===== src/rtl/dcs_pkg.sv =====
// Package: shared constants and helpers for the dual-character serializer.
// Assumes characters are 10 bits and the comma prefix is 7 bits long.
package dcs_pkg;
    localparam int CHAR_W_DEF   = 10;
    localparam int N_CHARS_DEF  = 2;
    localparam int PREFIX_W_DEF = 7;

    // Comma prefix: letters a..f (with i) carry 0,0,1,1,1,1,1; bit 0 first.
    localparam logic [PREFIX_W_DEF-1:0] COMMA_PREFIX = 7'b1111100;

    // Return 1 when a prefix equals the comma prefix or its inverse.
    function automatic logic prefix_is_comma(input logic [PREFIX_W_DEF-1:0] v);
        return (v == COMMA_PREFIX) || (v == ~COMMA_PREFIX);
    endfunction
endpackage


===== src/rtl/dcs_phase_ctr.sv =====
// Module: bit-phase counter. Counts bit times modulo WORD_W and raises
// load_now in phase zero. Assumes a synchronous active-low reset that
// returns the count to zero, so the first cycle after reset is a load cycle.
module dcs_phase_ctr #(
    parameter int WORD_W = 20,
    localparam int PH_W  = (WORD_W > 1) ? $clog2(WORD_W) : 1
) (
    input  logic clk,
    input  logic rst_n,
    output logic load_now
);
    localparam logic [PH_W-1:0] LAST_PH = PH_W'(WORD_W - 1);

    logic [PH_W-1:0] phase_q;

    // Advance the phase and wrap it after the last bit of the word.
    always_ff @(posedge clk) begin
        if (!rst_n)                phase_q <= '0;
        else if (phase_q == LAST_PH) phase_q <= '0;
        else                       phase_q <= phase_q + 1'b1;
    end

    // Phase zero is the cycle whose closing edge captures a word.
    always_comb load_now = (phase_q == '0);
endmodule


===== src/rtl/dcs_shifter.sv =====
// Module: shift register, least significant bit first. On load it takes the
// whole word; otherwise it moves one place toward bit 0. cur_bit is the bit
// now on the line. Assumes load pulses at most once every WORD_W cycles.
module dcs_shifter #(
    parameter int WORD_W = 20
) (
    input  logic              clk,
    input  logic              rst_n,
    input  logic              load,
    input  logic [WORD_W-1:0] word,
    output logic              cur_bit
);
    logic [WORD_W-1:0] sreg_q;
    logic [WORD_W-1:0] sreg_d;

    // Next-state value for each stage: parallel load or a move from above.
    generate
        for (genvar gi = 0; gi < WORD_W; gi++) begin : g_stage
            if (gi == WORD_W - 1) begin : g_top
                always_comb sreg_d[gi] = load ? word[gi] : 1'b0;
            end else begin : g_mid
                always_comb sreg_d[gi] = load ? word[gi] : sreg_q[gi+1];
            end
        end
    endgenerate

    // Register the shift stages.
    always_ff @(posedge clk) begin
        if (!rst_n) sreg_q <= '0;
        else        sreg_q <= sreg_d;
    end

    // Bit 0 is the bit being sent in this cycle.
    always_comb cur_bit = sreg_q[0];
endmodule


===== src/rtl/dcs_comma_det.sv =====
// Module: comma detector for the first character of each captured word.
// It compares the low PREFIX_W bits of the word with the comma prefix and
// its inverse, and holds the result until the next load.
module dcs_comma_det #(
    parameter int WORD_W   = 20,
    parameter int PREFIX_W = 7
) (
    input  logic              clk,
    input  logic              rst_n,
    input  logic              load,
    input  logic [WORD_W-1:0] word,
    output logic              hit
);
    import dcs_pkg::*;

    logic [PREFIX_W-1:0] prefix;
    logic                match;
    logic                hit_q;

    // Take out the leading letters of the first character.
    always_comb prefix = word[PREFIX_W-1:0];

    // Compare against both polarities of the comma prefix.
    always_comb match = prefix_is_comma(prefix);

    // Update the flag only when a word is captured.
    always_ff @(posedge clk) begin
        if (!rst_n)    hit_q <= 1'b0;
        else if (load) hit_q <= match;
    end

    always_comb hit = hit_q;
endmodule


===== src/rtl/dcs_line_drv.sv =====
// Module: line driver. It registers the disable request once and forms the
// complementary pair. Reset leaves the line parked (positive high).
module dcs_line_drv (
    input  logic clk,
    input  logic rst_n,
    input  logic off_req,
    input  logic data_bit,
    output logic line_p,
    output logic line_n
);
    logic off_q;

    // Sample the disable request on every edge, not just at word boundaries.
    always_ff @(posedge clk) begin
        if (!rst_n) off_q <= 1'b1;
        else        off_q <= off_req;
    end

    // Park the pair or send the current bit, with true complements.
    always_comb begin
        line_p = off_q ? 1'b1 : data_bit;
        line_n = ~line_p;
    end
endmodule


===== src/rtl/dual_char_serializer.sv =====
// Module: top of the dual-character serializer. It captures WORD_W bits
// (N_CHARS characters of CHAR_W bits) once per word period and sends them
// least significant bit first. It also flags a comma prefix in the first
// character. Assumes clk is the bit clock and the input data is already
// line-coded.
module dual_char_serializer #(
    parameter int CHAR_W   = 10,
    parameter int N_CHARS  = 2,
    parameter int PREFIX_W = 7,
    localparam int WORD_W  = CHAR_W * N_CHARS
) (
    input  logic              clk,
    input  logic              rst_n,
    input  logic [WORD_W-1:0] word_in,
    input  logic              tx_off,
    output logic              word_stb,
    output logic              ser_p,
    output logic              ser_n,
    output logic              comma_seen
);
    logic load_now;
    logic cur_bit;

    dcs_phase_ctr #(.WORD_W(WORD_W)) u_phase (
        .clk      (clk),
        .rst_n    (rst_n),
        .load_now (load_now)
    );

    dcs_shifter #(.WORD_W(WORD_W)) u_shift (
        .clk     (clk),
        .rst_n   (rst_n),
        .load    (load_now),
        .word    (word_in),
        .cur_bit (cur_bit)
    );

    dcs_comma_det #(.WORD_W(WORD_W), .PREFIX_W(PREFIX_W)) u_comma (
        .clk   (clk),
        .rst_n (rst_n),
        .load  (load_now),
        .word  (word_in),
        .hit   (comma_seen)
    );

    dcs_line_drv u_line (
        .clk      (clk),
        .rst_n    (rst_n),
        .off_req  (tx_off),
        .data_bit (cur_bit),
        .line_p   (ser_p),
        .line_n   (ser_n)
    );

    // Tell the upstream logic which cycle's word will be captured.
    always_comb word_stb = load_now;
endmodule


===== config.mk =====
export PLATFORM = sky130hd
export DESIGN_NAME = dual_char_serializer
export DESIGN_NICKNAME = d
export VERILOG_FILES = /design/src/rtl/dcs_pkg.sv /design/src/rtl/dcs_phase_ctr.sv /design/src/rtl/dcs_shifter.sv /design/src/rtl/dcs_comma_det.sv /design/src/rtl/dcs_line_drv.sv /design/src/rtl/dual_char_serializer.sv
export SDC_FILE = /design/constraint.sdc
export NUM_CORES = 1
export LEC_CHECK = 0
export BUFFER_PORTS_ARGS = -buffer_cell sky130_fd_sc_hd__buf_2
export CORE_ASPECT_RATIO = 0.8
export CORE_MARGIN = 1
export CORE_UTILIZATION = 46
export CTS_CLUSTER_DIAMETER = 50
export DETAILED_ROUTE_END_ITERATION = 7
export PLACE_DENSITY_LB_ADDON = 0.25
export SLEW_MARGIN = 20
export SYNTH_ARGS = -nofsm -noshare
export SYNTH_HDL_FRONTEND = slang
export SYNTH_SLANG_ARGS = --single-unit

===== constraint.sdc =====
create_clock -name clk -period 1.7 [get_ports clk]
set_input_delay 0.34 -clock clk [delete_from_list [all_inputs] [get_ports clk]]
set_output_delay 0.34 -clock clk [all_outputs]
set_load 0.005 [all_outputs]

# == Yosys cells after proc, flatten, opt, wreduce, memory -nomap -nowiden ==
# Cells that the tools add are included.
# word_totals
inputBits,23
regBits,27
word_cells,35
out_inout_bits,4
# op_classes
n_reduce_logical,4
n_mux,20
n_addsub,1
n_eq_ne,3
bitwise,2
# op_table
operator,count
$mux W1,20
$eq A7 B2 Y1 const B,1
$eq A7 B7 Y1 const B,1
$add A5 B1 Y5 const B,1
$eq A5 B5 Y1 const B,1
$logic_not A5 Y1,1
$not A1 Y1,2
$reduce_and A2 Y1,1
$reduce_or A2 Y1,1
$logic_or A1 B1 Y1,1

# == Logic depth before layout (Yosys ltp) ==
# Gate-level depths: netlist of the first run.
# depth
depth_word,2
ltp_mapped,7

# == Modules after synthesis ==
# From an unflattened synthesis of the first run, not the netlist that was laid out.
# hier_totals
hier_cells,102
area_unflattened_um2,1092.3
# modules_own_cells
mod,cells_per_inst,n_inst,area_each_um2
dcs_shifter,63,1,745.7
dcs_phase_ctr,28,1,247.7
dcs_comma_det,7,1,62.6
dcs_line_drv,4,1,36.3

# == Worst setup path after synthesis of the first run ==
# OpenSTA, ideal clock, no wires.
# synth_timing
kind,flip-flop to output port
startpoint,register u_phase.phase_q[0]
endpoint,output word_stb
arrival_ns,1.164
n_path_buf,1
t_required_ns,1.360
slack_ns,0.196
stages_incl_launch_ff,6
cell_sequence,dfxtp_1 > inv_1 > ha_1 > or4b_4 > clkinv_2 > buf_6
# synth_via
elab_chain_cells,1
# synth_lines
element,line,source
from (decl),dcs_phase_ctr.sv:14,logic [PH_W-1:0] phase_q;
from (signal assigned),dcs_phase_ctr.sv:20,else phase_q <= phase_q + 1'b1;
$logic_not A5 Y1,dcs_phase_ctr.sv:24,always_comb load_now = (phase_q == '0);
to (decl),dual_char_serializer.sv:16,"output logic word_stb,"
# Every way passes these cells.

# == Final worst setup path of the first run ==
# Same ends and word-level chain as after synthesis.

==> run_results.csv, run 1 <==
group,metric,value,unit
critical_path,cp_num_buf_inv,3,
timing,period_share,106.3,%
global_routing,grt_start_max_net_pins,28,
min_path,min_from,"tx_off",
floorplan,io_pins,27,
yosys,synthFlopType,"dfxtp_1",
route,drc,2,
yosys,syn_nets,147,
run_status,status,"complete, but fails checks",
clock_tree,ctsHoldBuffers,0,
clock_tree,cts_tree,"done",
clock_tree,cts_max_level,1,
yosys,ys_seq_area_share,47.16,%
yosys,yosys_warnings,0,
critical_path,start_kind,"flip-flop",
timing,rsz0062_at_grt,"yes",
floorplan,initial_core_util,50.89,%
global_routing,grt_pass1_wl,3291,µm
floorplan,die_y,46.65,µm
critical_path,worstSetupPathType,"reg -> out",
yosys,synth.distinct_cells,29,
critical_path,arrival,1.47,ns
yosys,syn_area,1146,µm²
place,port-buffer-count,26,
yosys,synthArstFlopShare,0,%
min_path,hp-class,"in -> reg",
global_routing,grt_pass1_vias,795,
route,vias_per_cell,5.006,
global_routing,overflow,0,
layout,fin_nets,178,
place,dp_hpwl,1415,µm
critical_path,cp-end-kind,"output port",
timing,final.setup_skew,0.01368,ns
clock_tree,cts_inserted_buffers,3,
clock_tree,clk-insertion-delay-late,0.33,ns
layout,area_growth,18.56,%
place,place_ws,0.1411,ns
critical_path,crit_start,"u_phase.phase_q[0]",
route,drt_iter0_drc,26,
timing,holdWs,0.1785,ns
yosys,synth_edf_count,0,
critical_path,worstPathMaxFanout,2,
timing,fmax,553.6,MHz
floorplan,dieArea,2696,µm²
critical_path,worstReg2RegStart,"u_phase.phase_q[0]",
yosys,synth_seq_cells,27,
global_routing,track_usage,16.82,%
timing,setup_ws,-0.1064,ns
timing,tns,-0.1064,ns
critical_path,required,1.36,ns
critical_path,max_stage_delay,0.47,ns
power_and_ir_drop,p_leak,0.0005830,µW
critical_path,cpLargestDelayFamily,"simple AND/OR/NAND/NOR gates",
clock_tree,clock_path_buffers,2,
power_and_ir_drop,peakVddDrop,480.7,µV
layout,n_antenna_cell,0,
place,gp_congestion,0.7284,
timing,hold_viol,0,
critical_path,cp_slowest_cell,"or4b_4",
floorplan,dieWidth,57.81,µm
floorplan,core-area,2252,µm²
route,wl,2005,µm
layout,final_cell_mix,"nand2_1, buf_2, dfxtp_1",
route,drtPass1Iterations,6,
global_routing,antenna_found_initial,0,
route,avgRoutedWirePerCell,11.33,µm
route,vias,886,
clock_tree,root_buffer,"clkbuf_4",
layout,final_common_cell,"nand2_1",
route,ant_nets,0,
layout,fillCellCount,208,
timing,setup_violations,1,
power_and_ir_drop,powerDensity,897.6,nW/µm²
yosys,syn_inst,122,
timing,fin_crit,1.806,ns
power_and_ir_drop,p_total,1220,µW
floorplan,rows,15,
timing,tightest_slew,0.3653,ns
clock_tree,clock_sinks,27,
yosys,synth.avg_cell_area,9.394,µm²
layout,drive_above_1_share,38.82,%
clock_tree,clkTransAtPathRegs,0.15,ns
timing,slew_viol_final,0,
run,max-cap-violations,0,
critical_path,cp_cell_sequence,"inv_2 > ha_4 > or4b_4 > clkinv_4 > buf_6",
run_status,violations,"DRC, setup timing",
timing,max_slew_margin,75.65,%
-- metrics by stage --
step,utilization (%),cell area (µm²),instances
after floorplan,-,1146,122
after global placement,56.72,1277,170
after detailed placement,56.72,1277,170
after CTS,60.17,1355,177
after global routing,60.33,1359,177
final,60.33,1359,177
-- worst paths after layout --
check	cells past startpoint	slack, ns	endpoint
max	5	-0.11	word_stb
min	2	0.18	u_line.off_q
max reg2reg	8	0.10	u_comma.hit
min reg2reg	2	0.45	u_shift.sreg_q[17]
-- worst register-to-register path: stages, from the launching register on --
cell and delay (ns):
dfxtp_2 0.35, inv_2 0.07, ha_4 0.11, or4b_4 0.47, clkinv_4 0.07, buf_4 0.10
buf_6 0.14, o21ai_0 0.09, a31oi_1 0.15
-- flip-flops by register name, summed over array words and instances, names as in the netlist --
| name | count |
|---|---|
| u_line.off_q | 1 |
| u_phase.phase_q | 5 |
| u_comma.hit | 1 |
| u_shift.sreg_q | 20 |
-- cell type report --
class	instances	area (µm²)	share of cell area, %
multi-input cells	84	545.5	40.15
flip-flops and latches	27	543.0	39.96
repair buffers	32	185.2	13.63
well taps	25	31.28	2.302
inverters	5	23.77	1.750
clock buffers	3	22.52	1.657
clock inverters	1	7.507	0.5525
-- kinds of logic after synthesis --
family / Yosys count / synth area share, %
adders and majority gates: 2 / 2.183
and+or+nand+nor: 56 / 24.02
xor gates and xnor gates: 1 / 0.7643
buffers and inverters: 11 / 6.331
AOI/OAI and AO/OA: 25 / 19.54
DFF: 27 / 47.16
-- per-layer routing --
layer	up-vias	wire length [µm]	global-route usage [%]
li1	462	-	-
met1	404	901	18.80
met2	18	1000	31.03
met3	2	90	5.899
met4	0	12	4.286
met5	-	0	0
-- report_power, final --
part / switching (µW) / internal, µW
Combinational: 122 / 117
Clock: 188 / 90.0
Sequential: 16.6 / 685
-- synthesized netlist by cell type (2+ instances only) --
master,n,area (µm²)
nand2_1,36,135.1
dfxtp_1,27,540.5
a21boi_2,12,135.1
a21boi_1,5,37.54
buf_6,4,45.04
inv_1,4,15.01
a21boi_0,3,22.52
and3_1,3,18.77
nor2b_1,3,18.77
o21ai_0,3,15.01
clkbuf_1,2,7.510
ha_1,2,25.02
nand2_2,2,12.51
-- timing repair --
action	in CTS	in global routing
gates cloned	0	0
setup endpoints to repair	1	4
pin swaps	1	0
setup buffers	3	0
resized for setup	8	1
(Power assumes the default switching activity.)
==> run 2, diff against run 1 <==
--- a/config.mk
+++ b/config.mk
@@ -12,6 +12,7 @@
 export CTS_CLUSTER_DIAMETER = 50
 export DETAILED_ROUTE_END_ITERATION = 7
 export PLACE_DENSITY_LB_ADDON = 0.25
+export REMOVE_ABC_BUFFERS = 1
 export SLEW_MARGIN = 20
 export SYNTH_ARGS = -nofsm -noshare
 export SYNTH_HDL_FRONTEND = slang
==> constraint.sdc (replaced) <==
create_clock -name clk -period 1.7 [get_ports clk]
set_input_delay 0.34 -clock clk [delete_from_list [all_inputs] [get_ports clk]]
set_output_delay 0.34 -clock clk [all_outputs]
set_load 0.05 [all_outputs]
==> run 2 against run 1 <==
Compared with the run above: the run still ends with DRC, setup timing left; worst hold slack about the same; critical path depth unchanged; global-route usage grew 1.4 points; first-iteration DRC count down 42%.
==> run_results.csv, run 2 (synthesized netlist as in run 1, its figures left out) <==
group,metric,value,unit
clock_tree,cts_inserted_buffers,3,
clock_tree,clock_sinks,27,
power_and_ir_drop,pwr-share-clk,22.0,%
power_and_ir_drop,p_sw_share,28.88,%
min_path,hp-class,"in -> reg",
place,dp_hpwl,1517,µm
min_path,min_from,"tx_off",
power_and_ir_drop,seqPwrFrac,56.4,%
layout,fillCellCount,221,
power_and_ir_drop,peakVddDrop,551.8,µV
floorplan,core-area,2252,µm²
layout,drive_above_1_share,38.41,%
layout,final_common_cell,"nand2_1",
layout,final_cell_mix,"nand2_1, buf_2, dfxtp_1",
clock_tree,clock_path_buffers,2,
timing,fin_crit,1.903,ns
place,port-buffer-count,26,
critical_path,worstSetupPathType,"reg -> out",
layout,n_antenna_cell,0,
clock_tree,clk-insertion-delay-late,0.33,ns
timing,tns,-0.2031,ns
timing,final.setup_skew,0.01068,ns
timing,period_share,111.9,%
route,vias,920,
clock_tree,clkTransAtPathRegs,0.15,ns
floorplan,dieArea,2696,µm²
layout,area_growth,17.69,%
timing,hold_viol,0,
global_routing,grt_pass1_vias,886,
power_and_ir_drop,p_leak,0.0005827,µW
timing,setup_ws,-0.2031,ns
route,ant_nets,0,
critical_path,cp-end-kind,"output port",
critical_path,start_kind,"flip-flop",
layout,reg.largest.list,"u_shift.sreg_q x20, u_phase.phase_q x5",
timing,holdWs,0.1781,ns
power_and_ir_drop,p_sw,359.5,µW
layout,regMostFlops,"u_shift.sreg_q",
timing,slew_viol_final,0,
critical_path,endpoint,"word_stb",
run_status,violations,"DRC, setup timing",
floorplan,rows,15,
timing,max_slew_margin,75.47,%
global_routing,antenna_found_initial,0,
layout,fin_nets,177,
floorplan,initial_core_util,50.89,%
clock_tree,ctsHoldBuffers,0,
route,drc,3,
timing,tightest_slew,0.3679,ns
run_status,status,"complete, but fails checks",
critical_path,required,1.36,ns
power_and_ir_drop,p_comb_share,21.6,%
critical_path,r2r_cells,7,
timing,rsz0062_at_grt,"yes",
clock_tree,cts_tree,"done",
place,dp_cells,170,
power_and_ir_drop,p_int,885.2,µW
global_routing,overflow,0,
layout,final-seq-area,543.0,µm²
critical_path,worstReg2RegStart,"u_phase.phase_q[0]",
global_routing,track_usage,18.25,%
global_routing,grt_start_max_net_pins,28,
layout,largest_register_ffs,20,
critical_path,worstReg2RegEnd,"u_shift.sreg_q[13]",
route,vias_per_cell,5.227,
floorplan,io_pins,27,
floorplan,dieWidth,57.81,µm
run,max-cap-violations,0,
clock_tree,cts_max_level,1,
route,drtPass1Iterations,6,
place,gp_congestion,0.6745,
critical_path,arrival,1.56,ns
critical_path,crit_start,"u_phase.phase_q[0]",
route,avgRoutedWirePerCell,12.30,µm
timing,fmax,525.5,MHz
route,drt_iter0_drc,15,
power_and_ir_drop,p_total,1245,µW
timing,setup_violations,1,
power_and_ir_drop,powerDensity,922.8,nW/µm²
route,wl,2165,µm
layout,multiInputGateArea,545.5,µm²
critical_path,worstPathMaxFanout,2,
clock_tree,root_buffer,"clkbuf_4",
critical_path,reg2reg_slack,0.01,ns
global_routing,grt_pass1_wl,3636,µm
layout,fin_cells,176,
floorplan,die_y,46.65,µm
==> run 2: cell types whose count changed in the layout (fill, tap and decap cells not counted), sizes merged <==
cell,previous run,this run
clkinvlp,1,0
clkinv,1,2
buf,32,31
==> run 2: repair_timing <==
item                                    4_1_cts  5_1_grt
buffers inserted                              2        0
gates resized for setup                      10        0
endpoints found under the setup margin        1        5
pin swaps                                     1        0
==> run 2: stage by stage <==
stage / utilization, % / cell area [µm²] / setup WS [ns]
2_1_floorplan: - / 1094 / -0.01137
3_3_place_gp: 56.72 / 1277 / 0.09654
3_5_place_dp: 56.72 / 1277 / 0.04227
4_1_cts: 59.89 / 1349 / -0.1841
5_1_grt: 59.89 / 1349 / -0.2522
6_report: 59.89 / 1349 / -0.2031
==> run 2: metal layers <==
metal / vias to the layer above / global-route usage, % / routed length (µm)
met2: 27 / 36.09 / 1082
li1: 459 / - / -
met4: 0 / 5.714 / 12
met3: 2 / 5.337 / 114
met5: - / 0 / 0
met1: 432 / 18.88 / 955
==> run 2: power by group through the flow <==
stage	sequential (µW)	clock [µW]	combinational (µW)
finish	701	274	269
global route	706	305	299
CTS	702	283	268
detailed placement	716	0	245
global placement	712	0	239
floorplan	720	0	151
==> run 2: layout make-up <==
type	instances	area share, %
Tap cell	25	2.319
Clock buffer	3	1.670
Sequential cell	27	40.26
Clock inverter	1	0.3711
Timing Repair Buffer	31	13.17
Inverter	5	1.763
Multi-Input combinational cell	84	40.45
==> run 2: worst min-delay path by stage <==
stage	endpoint	cells after the start
CTS	u_line.off_q	2
detailed placement	u_shift.sreg_q[17]	2
finish	u_line.off_q	2
floorplan	u_line.off_q	1
global placement	u_shift.sreg_q[17]	2
global route	u_line.off_q	2
==> run 2: critical path, cell delays in order (launching register included) <==
cell and delay [ns]:
dfxtp_2 0.35, inv_2 0.07, ha_4 0.12, or4b_4 0.49
clkinv_4 0.07, buf_8 0.13
==> run 3, diff against run 2 <==
--- a/config.mk
+++ b/config.mk
@@ -12,7 +12,6 @@
 export CTS_CLUSTER_DIAMETER = 50
 export DETAILED_ROUTE_END_ITERATION = 7
 export PLACE_DENSITY_LB_ADDON = 0.25
-export REMOVE_ABC_BUFFERS = 1
 export SLEW_MARGIN = 20
 export SYNTH_ARGS = -nofsm -noshare
 export SYNTH_HDL_FRONTEND = slang
==> run 3 against run 2 <==
Compared with the run above: the flow still finishes with violations (DRC, setup timing); sequential cell count did not move; register-to-register slack improved by 0.09 ns; critical path depth did not move; clock power rose by 2%; clock skew rose by 0.0080 ns; final cell count rose by 1.1%; sequential power barely moved; worst hold slack got worse by 0.0039 ns.
==> run_results.csv, run 3 (synthesized netlist as in run 1, its figures left out) <==
group,metric,value,unit
run_status,status,"complete, but fails checks",
run_status,violations,"DRC, setup timing",
critical_path,cp-end-kind,"output port",
layout,final_cell_area,1396,µm²
global_routing,grt_pass1_wl,3615,µm
critical_path,worstPathMaxFanout,2,
power_and_ir_drop,peakVddDrop,517.2,µV
power_and_ir_drop,pwr-share-clk,21.7,%
global_routing,grt_pass1_vias,844,
critical_path,max_stage_delay,0.48,ns
power_and_ir_drop,seqPwrFrac,54.5,%
layout,n_antenna_cell,0,
timing,hold_viol,0,
power_and_ir_drop,p_sw_share,28.78,%
critical_path,arrival,1.53,ns
layout,final_util,62.00,%
floorplan,dieWidth,57.81,µm
power_and_ir_drop,p_leak,0.0006010,µW
power_and_ir_drop,powerDensity,922.4,nW/µm²
route,vias,895,
critical_path,worstSetupPathType,"reg -> out",
layout,multiInputGateArea,545.5,µm²
global_routing,track_usage,18.15,%
floorplan,dieArea,2696,µm²
timing,period_share,110.1,%
timing,tightest_slew,0.3574,ns
critical_path,cp_cell_sequence,"inv_2 > ha_4 > or4b_4 > clkinv_4 > buf_8",
min_path,min_from,"tx_off",
route,drc,2,
layout,area_growth,21.83,%
layout,final-seq-area,543.0,µm²
clock_tree,cts_max_level,1,
power_and_ir_drop,p_sw,370.6,µW
route,drt_iter0_drc,25,
layout,fin_cells,178,
layout,regMostFlops,"u_shift.sreg_q",
timing,rsz0062_at_grt,"yes",
floorplan,rows,15,
clock_tree,clkTransAtPathRegs,0.15,ns
layout,final_common_cell,"nand2_1",
place,place_area,1270,µm²
floorplan,core-area,2252,µm²
global_routing,grt_start_max_net_pins,28,
route,drtPass1Iterations,6,
critical_path,worstReg2RegStart,"u_phase.phase_q[0]",
timing,slew_viol_final,0,
layout,largest_register_ffs,20,
timing,setup_ws,-0.1720,ns
timing,setup_violations,1,
layout,fillCellCount,220,
layout,reg.largest.list,"u_shift.sreg_q x20, u_phase.phase_q x5",
timing,fmax,534.2,MHz
place,port-buffer-count,26,
timing,fin_crit,1.872,ns
clock_tree,root_buffer,"clkbuf_4",
layout,drive_above_1_share,39.22,%
clock_tree,clock_path_buffers,2,
place,dp_hpwl,1429,µm
route,vias_per_cell,5.028,
route,ant_nets,0,
critical_path,cp_slowest_cell,"or4b_4",
place,gp_congestion,0.7326,
clock_tree,cts_inserted_buffers,3,
route,wl,2195,µm
floorplan,die_y,46.65,µm
timing,max_slew_margin,76.18,%
run,max-cap-violations,0,
clock_tree,cts_tree,"done",
clock_tree,clk-insertion-delay-late,0.33,ns
global_routing,overflow,0,
place,dp_cells,169,
layout,final_cell_mix,"nand2_1, buf_2, dfxtp_1",
route,avgRoutedWirePerCell,12.33,µm
critical_path,crit_start,"u_phase.phase_q[0]",
global_routing,antenna_found_initial,0,
power_and_ir_drop,p_int,917.3,µW
floorplan,io_pins,27,
critical_path,start_kind,"flip-flop",
critical_path,required,1.36,ns
min_path,hp-class,"in -> reg",
clock_tree,ctsHoldBuffers,0,
timing,final.setup_skew,0.01873,ns
clock_tree,clock_sinks,27,
layout,fin_nets,179,
floorplan,initial_core_util,50.89,%
power_and_ir_drop,p_comb_share,23.7,%
## run 3: changes by cell type in the layout (fill, tap and decap cells not counted)
cell / previous run / this run
clkinv_2: 1 / 0
clkbuf_16: 0 / 1
clkinvlp_4: 0 / 1
a21boi_1: 5 / 6
a21boi_0: 3 / 2
buf_12: 0 / 1
## run 3: layout make-up
class	count	share of cell area, %
timing repair buffer	33	15.95
clock buffer	3	1.613
inverter	5	1.703
clock inverter	1	0.5376
multi-input combinational	84	39.07
sequential	27	38.89
tap	25	2.240
## run 3: worst max-delay path, delay by kind of cell (launching register included)
| family | cells | cell delay (ns) |
|---|---|---|
| buffers and inverters | 3 | 0.26 |
| adders and majority gates | 1 | 0.12 |
| and+or+nand+nor | 1 | 0.48 |
| DFF | 1 | 0.35 |
## run 3: layer usage
layer,track usage (%),share of wire [%],vias to the layer above
li1,-,-,463
met1,21.33,44,413
met5,0,0,-
met3,5.899,4.3,2
met4,5.714,0.96,0
met2,31.95,51,17
## run 3: power groups by stage
stage               clock network [µW]  logic, µW  registers [µW]
floorplan                            0        187             720
global placement                     0        232             715
detailed placement                   0        242             717
CTS                                294        270             702
global route                       320        338             707
finish                             280        306             702
## run 3: final timing paths
path,endpoint,slack (ns),depth (start not counted)
setup / recovery,word_stb,-0.17,5
hold reg to reg,u_shift.sreg_q[0],0.44,2
hold / removal,u_line.off_q,0.17,2
setup reg to reg,u_shift.sreg_q[14],0.10,8
## run 3: repair_timing
item / CTS / global route
cloned: 0 / 1
setup endpoints to repair: 1 / 7
gates resized for setup: 8 / 6
buffers inserted: 3 / 1
pin swaps: 0 / 1
## run 3: metrics by stage
stage | power, µW | hold WS, ns | setup slack, ns | setup TNS, ns
2_1_floorplan | 907.8 | 0.4130 | 0.1342 | 0
3_3_place_gp | 947.2 | 0.4307 | 0.1064 | 0
3_5_place_dp | 959.1 | 0.4325 | 0.07050 | 0
4_1_cts | 1265 | 0.1695 | -0.1631 | -0.1631
5_1_grt | 1365 | 0.1613 | -0.2426 | -0.2719
6_report | 1288 | 0.1742 | -0.1720 | -0.1720
